`src/rtl/slag_pkg.sv`:
```
package slag_pkg;

   typedef enum logic [2:0] {
      AM_DIRECT   = 3'd0,
      AM_REG_IND  = 3'd1,
      AM_BASE_IDX = 3'd2,
      AM_REG_REL  = 3'd3,
      AM_BREL_IDX = 3'd4,
      AM_SCALED   = 3'd5,
      AM_RSV6     = 3'd6,
      AM_RSV7     = 3'd7
   } amode_e;

   typedef enum logic {
      SEG_IS_DATA  = 1'b0,
      SEG_IS_STACK = 1'b1
   } segsel_e;

endpackage

```
`src/rtl/slag_ea_unit.sv`:
```
module slag_ea_unit #(
   parameter int EA_W    = 16,
   parameter int SCALE_W = 2
) (
   input  slag_pkg::amode_e    mode,
   input  logic [EA_W-1:0]     base_val,
   input  logic [EA_W-1:0]     index_val,
   input  logic [EA_W-1:0]     disp,
   input  logic [SCALE_W-1:0]  scale_code,
   output logic [EA_W-1:0]     ea,
   output logic                uses_base
);
   import slag_pkg::*;

   localparam int MAX_SHIFT = (1 << SCALE_W) - 1;

   logic [EA_W-1:0] idx_scaled;
   logic [EA_W-1:0] sum_bi;
   logic [EA_W-1:0] sum_bd;
   logic [EA_W-1:0] sum_bid;
   logic [EA_W-1:0] sum_bs;

   // barrel shift of the index, one stage per scale-code bit
   logic [EA_W-1:0] shift_stage [SCALE_W+1];
   assign shift_stage[0] = index_val;
   for (genvar s = 0; s < SCALE_W; s++) begin : g_shift
      assign shift_stage[s+1] = scale_code[s] ? (shift_stage[s] << (1 << s))
                                              : shift_stage[s];
   end
   assign idx_scaled = shift_stage[SCALE_W];

   if (MAX_SHIFT >= EA_W) begin : g_chk_scale
      $error("slag_ea_unit: scale range exceeds EA width");
   end

   assign sum_bi  = base_val + index_val;
   assign sum_bd  = base_val + disp;
   assign sum_bid = sum_bi + disp;
   assign sum_bs  = base_val + idx_scaled;

   always_comb begin
      ea        = disp;
      uses_base = 1'b0;
      unique case (mode)
         AM_REG_IND:  begin ea = base_val; uses_base = 1'b1; end
         AM_BASE_IDX: begin ea = sum_bi;   uses_base = 1'b1; end
         AM_REG_REL:  begin ea = sum_bd;   uses_base = 1'b1; end
         AM_BREL_IDX: begin ea = sum_bid;  uses_base = 1'b1; end
         AM_SCALED:   begin ea = sum_bs;   uses_base = 1'b1; end
         default:     begin ea = disp;     uses_base = 1'b0; end
      endcase
   end

endmodule

```
`src/rtl/slag_seg_select.sv`:
```
module slag_seg_select #(
   parameter int SEG_W = 16
) (
   input  logic              uses_base,
   input  logic              base_is_stack,
   input  logic [SEG_W-1:0]  seg_data,
   input  logic [SEG_W-1:0]  seg_stack,
   output slag_pkg::segsel_e seg_sel,
   output logic [SEG_W-1:0]  seg_val
);
   import slag_pkg::*;

   always_comb begin
      seg_sel = (uses_base && base_is_stack) ? SEG_IS_STACK : SEG_IS_DATA;
      seg_val = (seg_sel == SEG_IS_STACK) ? seg_stack : seg_data;
   end

endmodule

```
`src/rtl/slag_lin_adder.sv`:
```
module slag_lin_adder #(
   parameter int EA_W      = 16,
   parameter int SEG_W     = 16,
   parameter int SEG_SHIFT = 4,
   parameter int LIN_W     = 20
) (
   input  logic [SEG_W-1:0] seg_val,
   input  logic [EA_W-1:0]  ea,
   output logic [LIN_W-1:0] lin_addr
);
   localparam int BASE_W = SEG_W + SEG_SHIFT;

   logic [BASE_W-1:0] seg_base;
   logic [LIN_W-1:0]  base_ext;
   logic [LIN_W-1:0]  ea_ext;

   if (SEG_SHIFT > 0) begin : g_shifted
      assign seg_base = {seg_val, {SEG_SHIFT{1'b0}}};
   end else begin : g_flat
      assign seg_base = seg_val;
   end

   if (BASE_W > LIN_W) begin : g_base_trunc
      assign base_ext = seg_base[LIN_W-1:0];
   end else if (BASE_W == LIN_W) begin : g_base_eq
      assign base_ext = seg_base;
   end else begin : g_base_pad
      assign base_ext = {{(LIN_W-BASE_W){1'b0}}, seg_base};
   end

   if (LIN_W > EA_W) begin : g_ea_pad
      assign ea_ext = {{(LIN_W-EA_W){1'b0}}, ea};
   end else begin : g_ea_eq
      assign ea_ext = ea[LIN_W-1:0];
   end

   // carry out of the top bit is discarded
   assign lin_addr = base_ext + ea_ext;

endmodule

```
`src/rtl/seg_lin_addr_gen.sv`:
```
module seg_lin_addr_gen #(
   parameter int EA_W      = 16,
   parameter int SEG_W     = 16,
   parameter int SEG_SHIFT = 4,
   parameter int SCALE_W   = 2,
   parameter int LIN_W     = SEG_W + SEG_SHIFT,
   parameter bit REG_OUT   = 1'b1
) (
   input  logic              clk,
   input  logic              rst_n,
   input  logic              in_valid,
   input  logic [2:0]        mode,
   input  logic [EA_W-1:0]   base_val,
   input  logic [EA_W-1:0]   index_val,
   input  logic [EA_W-1:0]   disp,
   input  logic [SCALE_W-1:0] scale_code,
   input  logic              base_is_stack,
   input  logic [SEG_W-1:0]  seg_data,
   input  logic [SEG_W-1:0]  seg_stack,
   output logic [EA_W-1:0]   ea,
   output logic              seg_sel,
   output logic [LIN_W-1:0]  lin_addr,
   output logic              out_valid,
   output logic [EA_W-1:0]   ea_q,
   output logic              seg_sel_q,
   output logic [LIN_W-1:0]  lin_q
);
   import slag_pkg::*;

   if (EA_W < 1 || SEG_W < 1) begin : g_chk_w
      $error("seg_lin_addr_gen: widths must be positive");
   end
   if (LIN_W < EA_W) begin : g_chk_lin
      $error("seg_lin_addr_gen: linear width below EA width");
   end

   amode_e            mode_e;
   logic              uses_base;
   segsel_e           sel_e;
   logic [SEG_W-1:0]  seg_val;

   assign mode_e = amode_e'(mode);

   slag_ea_unit #(.EA_W(EA_W), .SCALE_W(SCALE_W)) u_ea (
      .mode       (mode_e),
      .base_val   (base_val),
      .index_val  (index_val),
      .disp       (disp),
      .scale_code (scale_code),
      .ea         (ea),
      .uses_base  (uses_base)
   );

   slag_seg_select #(.SEG_W(SEG_W)) u_seg (
      .uses_base     (uses_base),
      .base_is_stack (base_is_stack),
      .seg_data      (seg_data),
      .seg_stack     (seg_stack),
      .seg_sel       (sel_e),
      .seg_val       (seg_val)
   );

   assign seg_sel = sel_e;

   slag_lin_adder #(
      .EA_W(EA_W), .SEG_W(SEG_W), .SEG_SHIFT(SEG_SHIFT), .LIN_W(LIN_W)
   ) u_lin (
      .seg_val  (seg_val),
      .ea       (ea),
      .lin_addr (lin_addr)
   );

   if (REG_OUT) begin : g_reg
      always_ff @(posedge clk) begin
         if (!rst_n) begin
            out_valid <= 1'b0;
            ea_q      <= '0;
            seg_sel_q <= 1'b0;
            lin_q     <= '0;
         end else begin
            out_valid <= in_valid;
            if (in_valid) begin
               ea_q      <= ea;
               seg_sel_q <= seg_sel;
               lin_q     <= lin_addr;
            end
         end
      end
   end else begin : g_pass
      assign out_valid = in_valid & rst_n;
      assign ea_q      = ea;
      assign seg_sel_q = seg_sel;
      assign lin_q     = lin_addr;
      logic unused_clk;
      assign unused_clk = clk;
   end

endmodule

```
`config.mk`:
```
export PLATFORM = sky130hd
export DESIGN_NAME = seg_lin_addr_gen
export DESIGN_NICKNAME = d
export VERILOG_FILES = /design/src/rtl/slag_pkg.sv /design/src/rtl/slag_ea_unit.sv /design/src/rtl/slag_seg_select.sv /design/src/rtl/slag_lin_adder.sv /design/src/rtl/seg_lin_addr_gen.sv
export SDC_FILE = /design/constraint.sdc
export NUM_CORES = 1
export LEC_CHECK = 0
export BUFFER_PORTS_ARGS = -buffer_cell sky130_fd_sc_hd__buf_2
export CAP_MARGIN = 20
export CORE_MARGIN = 5
export CORE_UTILIZATION = 54
export DETAILED_ROUTE_END_ITERATION = 12
export GPL_TIMING_DRIVEN = 0
export PLACE_DENSITY_LB_ADDON = 0.25
export SYNTH_ARGS = -nofsm -noshare
export SYNTH_HDL_FRONTEND = slang
export SYNTH_SLANG_ARGS = --single-unit
```
`constraint.sdc`:
```
create_clock -name clk -period 6.7 [get_ports clk]
set_clock_uncertainty 0.05 [all_clocks]
set_input_delay 0.67 -clock clk [delete_from_list [all_inputs] [get_ports clk]]
set_output_delay 0.67 -clock clk [all_outputs]
set_load 0.05 [all_outputs]
```
Word level (Yosys, flattened, before mapping)

Cells that the tools add are included.

Memory bits (writable): 0
Input port bits: 89
Register bits: 38
Bits in latches: 0
Memories: 0
ROM bits: 0
Logic and storage cells: 22
Output and inout port bits: 75

Bitwise gates (word level): 0
$add $sub $neg: 5
$mul: 0
Shift operators: 0
Reduce and logical (&&, ||, !) cells: 2
Muxes and demuxes: 6
Divide/modulo/power cells: 0
$lt $le $gt $ge: 0
Equality and inequality tests: 5

Operators with widths:

| operator             | number |
|---|---|
| $pmux W16 S5         | 1 |
| $add A16 B16 Y16     | 4 |
| $mux W16             | 3 |
| $add A20 B16 Y20     | 1 |
| $eq A3 B2 Y1 const B | 2 |
| $eq A3 B3 Y1 const B | 2 |
| $reduce_or A5 Y1     | 1 |
| $eq A3 B1 Y1 const B | 1 |
| $mux W1              | 2 |
| $logic_and A1 B1 Y1  | 1 |

Depth between registers and ports, before layout

Word-level depth: 7
Gate-level depth with buffers: 27
Depth with buffers taken out: 27

Hierarchy

A second synthesis with hierarchy kept.

Cells, all modules: 732
Area total of the unflattened synthesis: 5,888.1 um^2

Modules (own cells, without submodules):

| module           | instances | sequential area each (um^2) | area each (um^2) | cells each |
|---|---|---|---|---|
| slag_ea_unit     | 1         | 0.0                         | 3,403.3          | 482 |
| seg_lin_addr_gen | 1         | 760.7                       | 1,433.9          | 121 |
| slag_lin_adder   | 1         | 0.0                         | 802.0            | 110 |
| slag_seg_select  | 1         | 0.0                         | 249.0            | 19 |

Least setup slack after synthesis

No wires, ideal clock.

Kind: input-to-output
Start point: in scale_code[0]
End point: out lin_addr[16]
Path buffers: 2
Stages on the path: 24
Required time: 5.980 ns
Slack: -0.971 ns
Arrival time: 6.951 ns
Cell sequence: buf_1 -> clkbuf_1 -> mux2i_1 -> o21ai_0 -> nor2_1 -> a21oi_1 -> ha_1 -> nor2b_1 -> o21a_1 -> o21ai_1 -> nand2b_1 -> a21oi_1 -> xor2_1 -> o221a_2 -> nor3_1 -> ha_1 -> a21o_1 -> a21oi_1 -> o21bai_1 -> a21o_1 -> a21oi_1 -> o21ai_1 -> o41ai_2 -> xor2_1

Longest elaborated chain between the ends: 5

Ends and longest elaborated chain:

| element                | line                   | RTL |
|---|---|---|
| from (decl)            | seg_lin_addr_gen.sv:16 | `input logic [SCALE_W-1:0] scale_code,` |
| $mux W16 (2 in series) | slag_ea_unit.sv:27     | `assign shift_stage[s+1] = scale_code[s] ? (shift_stage[s] << (1 << s))` |
| $add A16 B16 Y16       | slag_ea_unit.sv:39     | `assign sum_bs = base_val + idx_scaled;` |
| $pmux W16 S5           | slag_ea_unit.sv:44     | `unique case (mode)` |
| net ea[6]              | seg_lin_addr_gen.sv:20 | `output logic [EA_W-1:0] ea,` |
| $add A20 B16 Y20       | slag_lin_adder.sv:38   | `assign lin_addr = base_ext + ea_ext;` |
| to (decl)              | seg_lin_addr_gen.sv:22 | `output logic [LIN_W-1:0] lin_addr,` |

The timed path passes the listed nets, and every way through them passes these cells.

Worst setup path after layout

Start point: in index_val[0]
End point: out lin_addr[19]

Longest elaborated chain between the ends: 5
Elaborated cells on any way between the ends: 7
Those cells by class: add/sub (4); mux (3)

Ends and longest elaborated chain:

| element                                                  | line                   | RTL |
|---|---|---|
| from (decl)                                              | seg_lin_addr_gen.sv:14 | `input logic [EA_W-1:0] index_val,` |
| branches (longest 3 deep; another with $add A16 B16 Y16) | n/a                    |  |
| $pmux W16 S5 *                                           | slag_ea_unit.sv:44     |  |
| $add A20 B16 Y20 *                                       | slag_lin_adder.sv:38   |  |

Every way passes the cells marked *.

==> results by group <==
Place
  • Placer Congestion: 0.991
  • DP HPWL: between 15,000 and 20,000 um
  • Buffers on Ports: around 160

Clock network
  • CTS Sinks: 34
  • H-tree depth: 2
  • CTS buffer count: 5
  • Clk slew on worst S/H paths: 0.07 ns
  • Clock Latency Late Sink: 0.29 ns
  • Root buf cell: clkbuf_8
  • CTS tree: built
  • Longest Clk Path Bufs: 2

Floorplan
  • Die Y: approximately 110 um
  • Boundary Pins: 164
  • Die area: 0.0122 sq mm
  • Die X: 111 um
  • Starting Density: 55.7%
  • Core area: 0.00982 sq mm
  • # rows: 36

Hold path
  • Hold Path Cell Cnt: 2
  • Hold Path Origin: ea_q[6]
  • Hold crit path type: flop to flop
  • Hold Path End: ea_q[6]

Setup path
  • Reg2reg start: lin_q[18]
  • Critical path fanouts, max: 4
  • WP data arrival: 5.75 ns
  • Startpoint type of the worst setup path: input port
  • Flop2flop setup slack: roughly 5.8 ns
  • Worst setup EP type: output pin
  • R2R depth: 3
  • FF-to-FF End: lin_q[18]
  • Setup Crit Path Kind: input port to output pin
  • CP required: 5.98 ns

STA
  • Final Hold Fails: 0
  • Fmax: 155 MHz
  • Setup TNS: 0 ns
  • Min Tclk post-route: 6.47 ns
  • Slew HR: 44.3%
  • Final hold slack: 0.436 ns
  • Max Slew Vio Count: 0
  • RSZ-0062 raised after global routing: true
  • Worst Tran Pin Value: ~0.83 ns
  • Setup-failing EPs final: 0
  • Crit share post-route: 96.5%

Synth
  • Post-synthesis adder-cell area fraction: 14.7%
  • Simple-gate share of the synthesized area: 19.2%
  • Post-Synthesis Cells: 711
  • Avg Cell Area, Syn: 7.69 sq um
  • Share of flip-flops with an asynchronous set or reset: 0%
  • Post-synthesis register bit count: 34
  • Synth Area in Compound Gates: 28.4%
  • Post-synth cell types: 76
  • EDFF count, synth: 0
  • Post-synthesis xor/xnor area fraction: approximately 7.8%
  • Syn Nets: around 860
  • Largest family of logic cells by synthesized area: compound AO/OA/AOI/OAI gates
  • Mux cell area share after synthesis: between 10% and 20%
  • Sequential area share after synthesis: about an eighth
  • Cell area after synthesis: 0.00547 sq mm
  • Ys flop type: dfxtp_1
  • Warnings from Yosys: 0

Finish
  • Fraction of layout cells with a size suffix above 1: 32.5%
  • Nets@finish: 1,035
  • Fill count: 850
  • Layout area overhead: 27.0%
  • Inserted Diodes: 0

Route
  • Wire per inst: ~19 um
  • Final WL: 19,200 um
  • Iter 0 DRT Violations: 631
  • Drt first pass iters: 6
  • Via/cell ratio: roughly 6.2
  • Remaining DRCs: 0
  • Post-route ant nets: 0
  • Vias: 6,358

Job
  • # Max-Cap Violations: 0

Global routing
  • Vias in the first global route: 6,120
  • Antenna violations before repair: 1
  • Largest net degree at the start of global routing: 16
  • Met2 Use GR: 51.3%
  • Most utilized layer in the global route result: met2
  • GRT Util Overall: 29.3%
  • Global route overflow: 0
  • Met1 Track Usage GR: 37.1%
  • GR Util met3: 4.65%
  • First-pass GRT wire length: 30,100 um

Outcome
  • Outcome: finished, final reports clean

Power and ir drop
  • Leakage: 0.00329 uW
  • Power per cell area: 254 mW/mm^2
  • Peak supply drop: around 0.19 mV
  • Total Power: 1760 uW
worst max-delay path, cell delays in order:
cell      delay (ns)
buf_2           0.12
ha_2            0.19
inv_1           0.06
fa_2            0.37
nor2b_1         0.12
o21a_1          0.15
nor2_1          0.07
xnor2_2         0.28
ha_4            0.26
and4_1          0.23
nor3_2          0.19
xnor2_1         0.15
o21ai_0         0.10
a31oi_1         0.26
o21ai_0         0.18
a21oi_2         0.35
ha_1            0.29
a21o_1          0.16
a21oi_1         0.32
o21ai_1         0.20
a31oi_4         0.20
a211oi_1        0.12
o211ai_1        0.31
xor2_2          0.20
buf_6           0.18
synthesized netlist by cell type, types with 7 or more instances:
| cell | count | share of area, % |
|---|---|---|
| nor3_1 | 20 | 1.8 |
| o21ai_1 | 13 | 1.2 |
| o31ai_1 | 7 | 0.96 |
| o21ai_0 | 35 | 3.2 |
| xor2_1 | 18 | 2.9 |
| nor2b_1 | 17 | 1.9 |
| buf_1 | 7 | 0.48 |
| inv_1 | 27 | 1.9 |
| a31oi_1 | 14 | 1.6 |
| and3_1 | 7 | 0.80 |
| mux2_2 | 22 | 4.5 |
| o22ai_1 | 8 | 0.92 |
| dfxtp_1 | 34 | 12 |
| nand3_1 | 18 | 1.6 |
| buf_4 | 9 | 1.2 |
| mux2i_1 | 27 | 4.9 |
| a21o_1 | 18 | 2.5 |
| nand2_1 | 41 | 2.8 |
| ha_1 | 58 | 13 |
| a211oi_1 | 15 | 2.1 |
| clkbuf_1 | 20 | 1.4 |
| o21a_1 | 7 | 0.96 |
| nor2_1 | 69 | 4.7 |
| xnor2_1 | 29 | 4.6 |
| a21oi_1 | 52 | 4.8 |
area by class of cell:
cell class,count,area [sq um],share of cell area (%)
Multi-Input combinational cell,608,4810,69.3
Timing Repair Buffer,170,896,12.9
Sequential cell,34,681,9.81
Buffer,34,176,2.54
Tap cell,133,166,2.40
Inverter,31,116,1.68
Clock buffer,7,86.3,1.24
Clock inverter,1,5.00,0.0721
report_power, final:
part	switching [uW]	internal, uW	total, uW
clock network	77.7	82.9	161
registers	15.3	233	249
logic	896	455	1350
total	989	771	1760
sequential cells by signal, summed over array words and instances (netlist names):
name / flops
lin_q: 16
out_valid: 1
ea_q: 16
seg_sel_q: 1
metal layers:
metal	share of wire, %	up-vias
li1	-	2992
met2	48	331
met5	0.068	-
met1	41	2961
met3	7.9	72
met4	2.9	2
timing repair:
item	4_1_cts	5_1_grt
setup endpoints to repair	5	8
pin swaps	2	18
hold buffers	0	0
endpoints found under the hold margin	0	0
buffers inserted	3	8
gates resized for setup	17	48
how the worst max path moves through the flow:
stage | end | cells past startpoint | startpoint
finish | lin_addr[19] | 25 | index_val[0]
global route | lin_addr[19] | 26 | index_val[0]
CTS | lin_addr[18] | 27 | mode[1]
detailed placement | lin_addr[18] | 27 | scale_code[0]
global placement | lin_addr[18] | 27 | scale_code[0]
floorplan | lin_addr[16] | 24 | scale_code[0]
through the flow:
stage,util [%],setup WS [ns],area [sq um],instances
floorplan,-,0.0143,5530,711
global placement,66.1,-0.579,6490,1003
detailed placement,66.1,-0.678,6490,1003
CTS,67.8,0.00301,6660,1012
global route,70.7,-0.0356,6940,1018
finish,70.7,0.233,6940,1018
cell families after synthesis:
logic type      Yosys count
buf+inv                  69
fa+ha+maj                62
mux                      55
xor+xnor                 48
compound gates          230
simple gates            213
flops                    34
placed cells by master, fill, tap and decap left out, drive strengths merged, types with 20 or more instances in the layout:
cell type and instances:
a21oi 52, buf 188, clkbuf 23, dfxtp 34, ha 58, inv 30
mux2 22, mux2i 27, nand2 42, nor2 69, nor3 20, o21ai 48
xnor2 29
(Power assumes the default switching activity.)
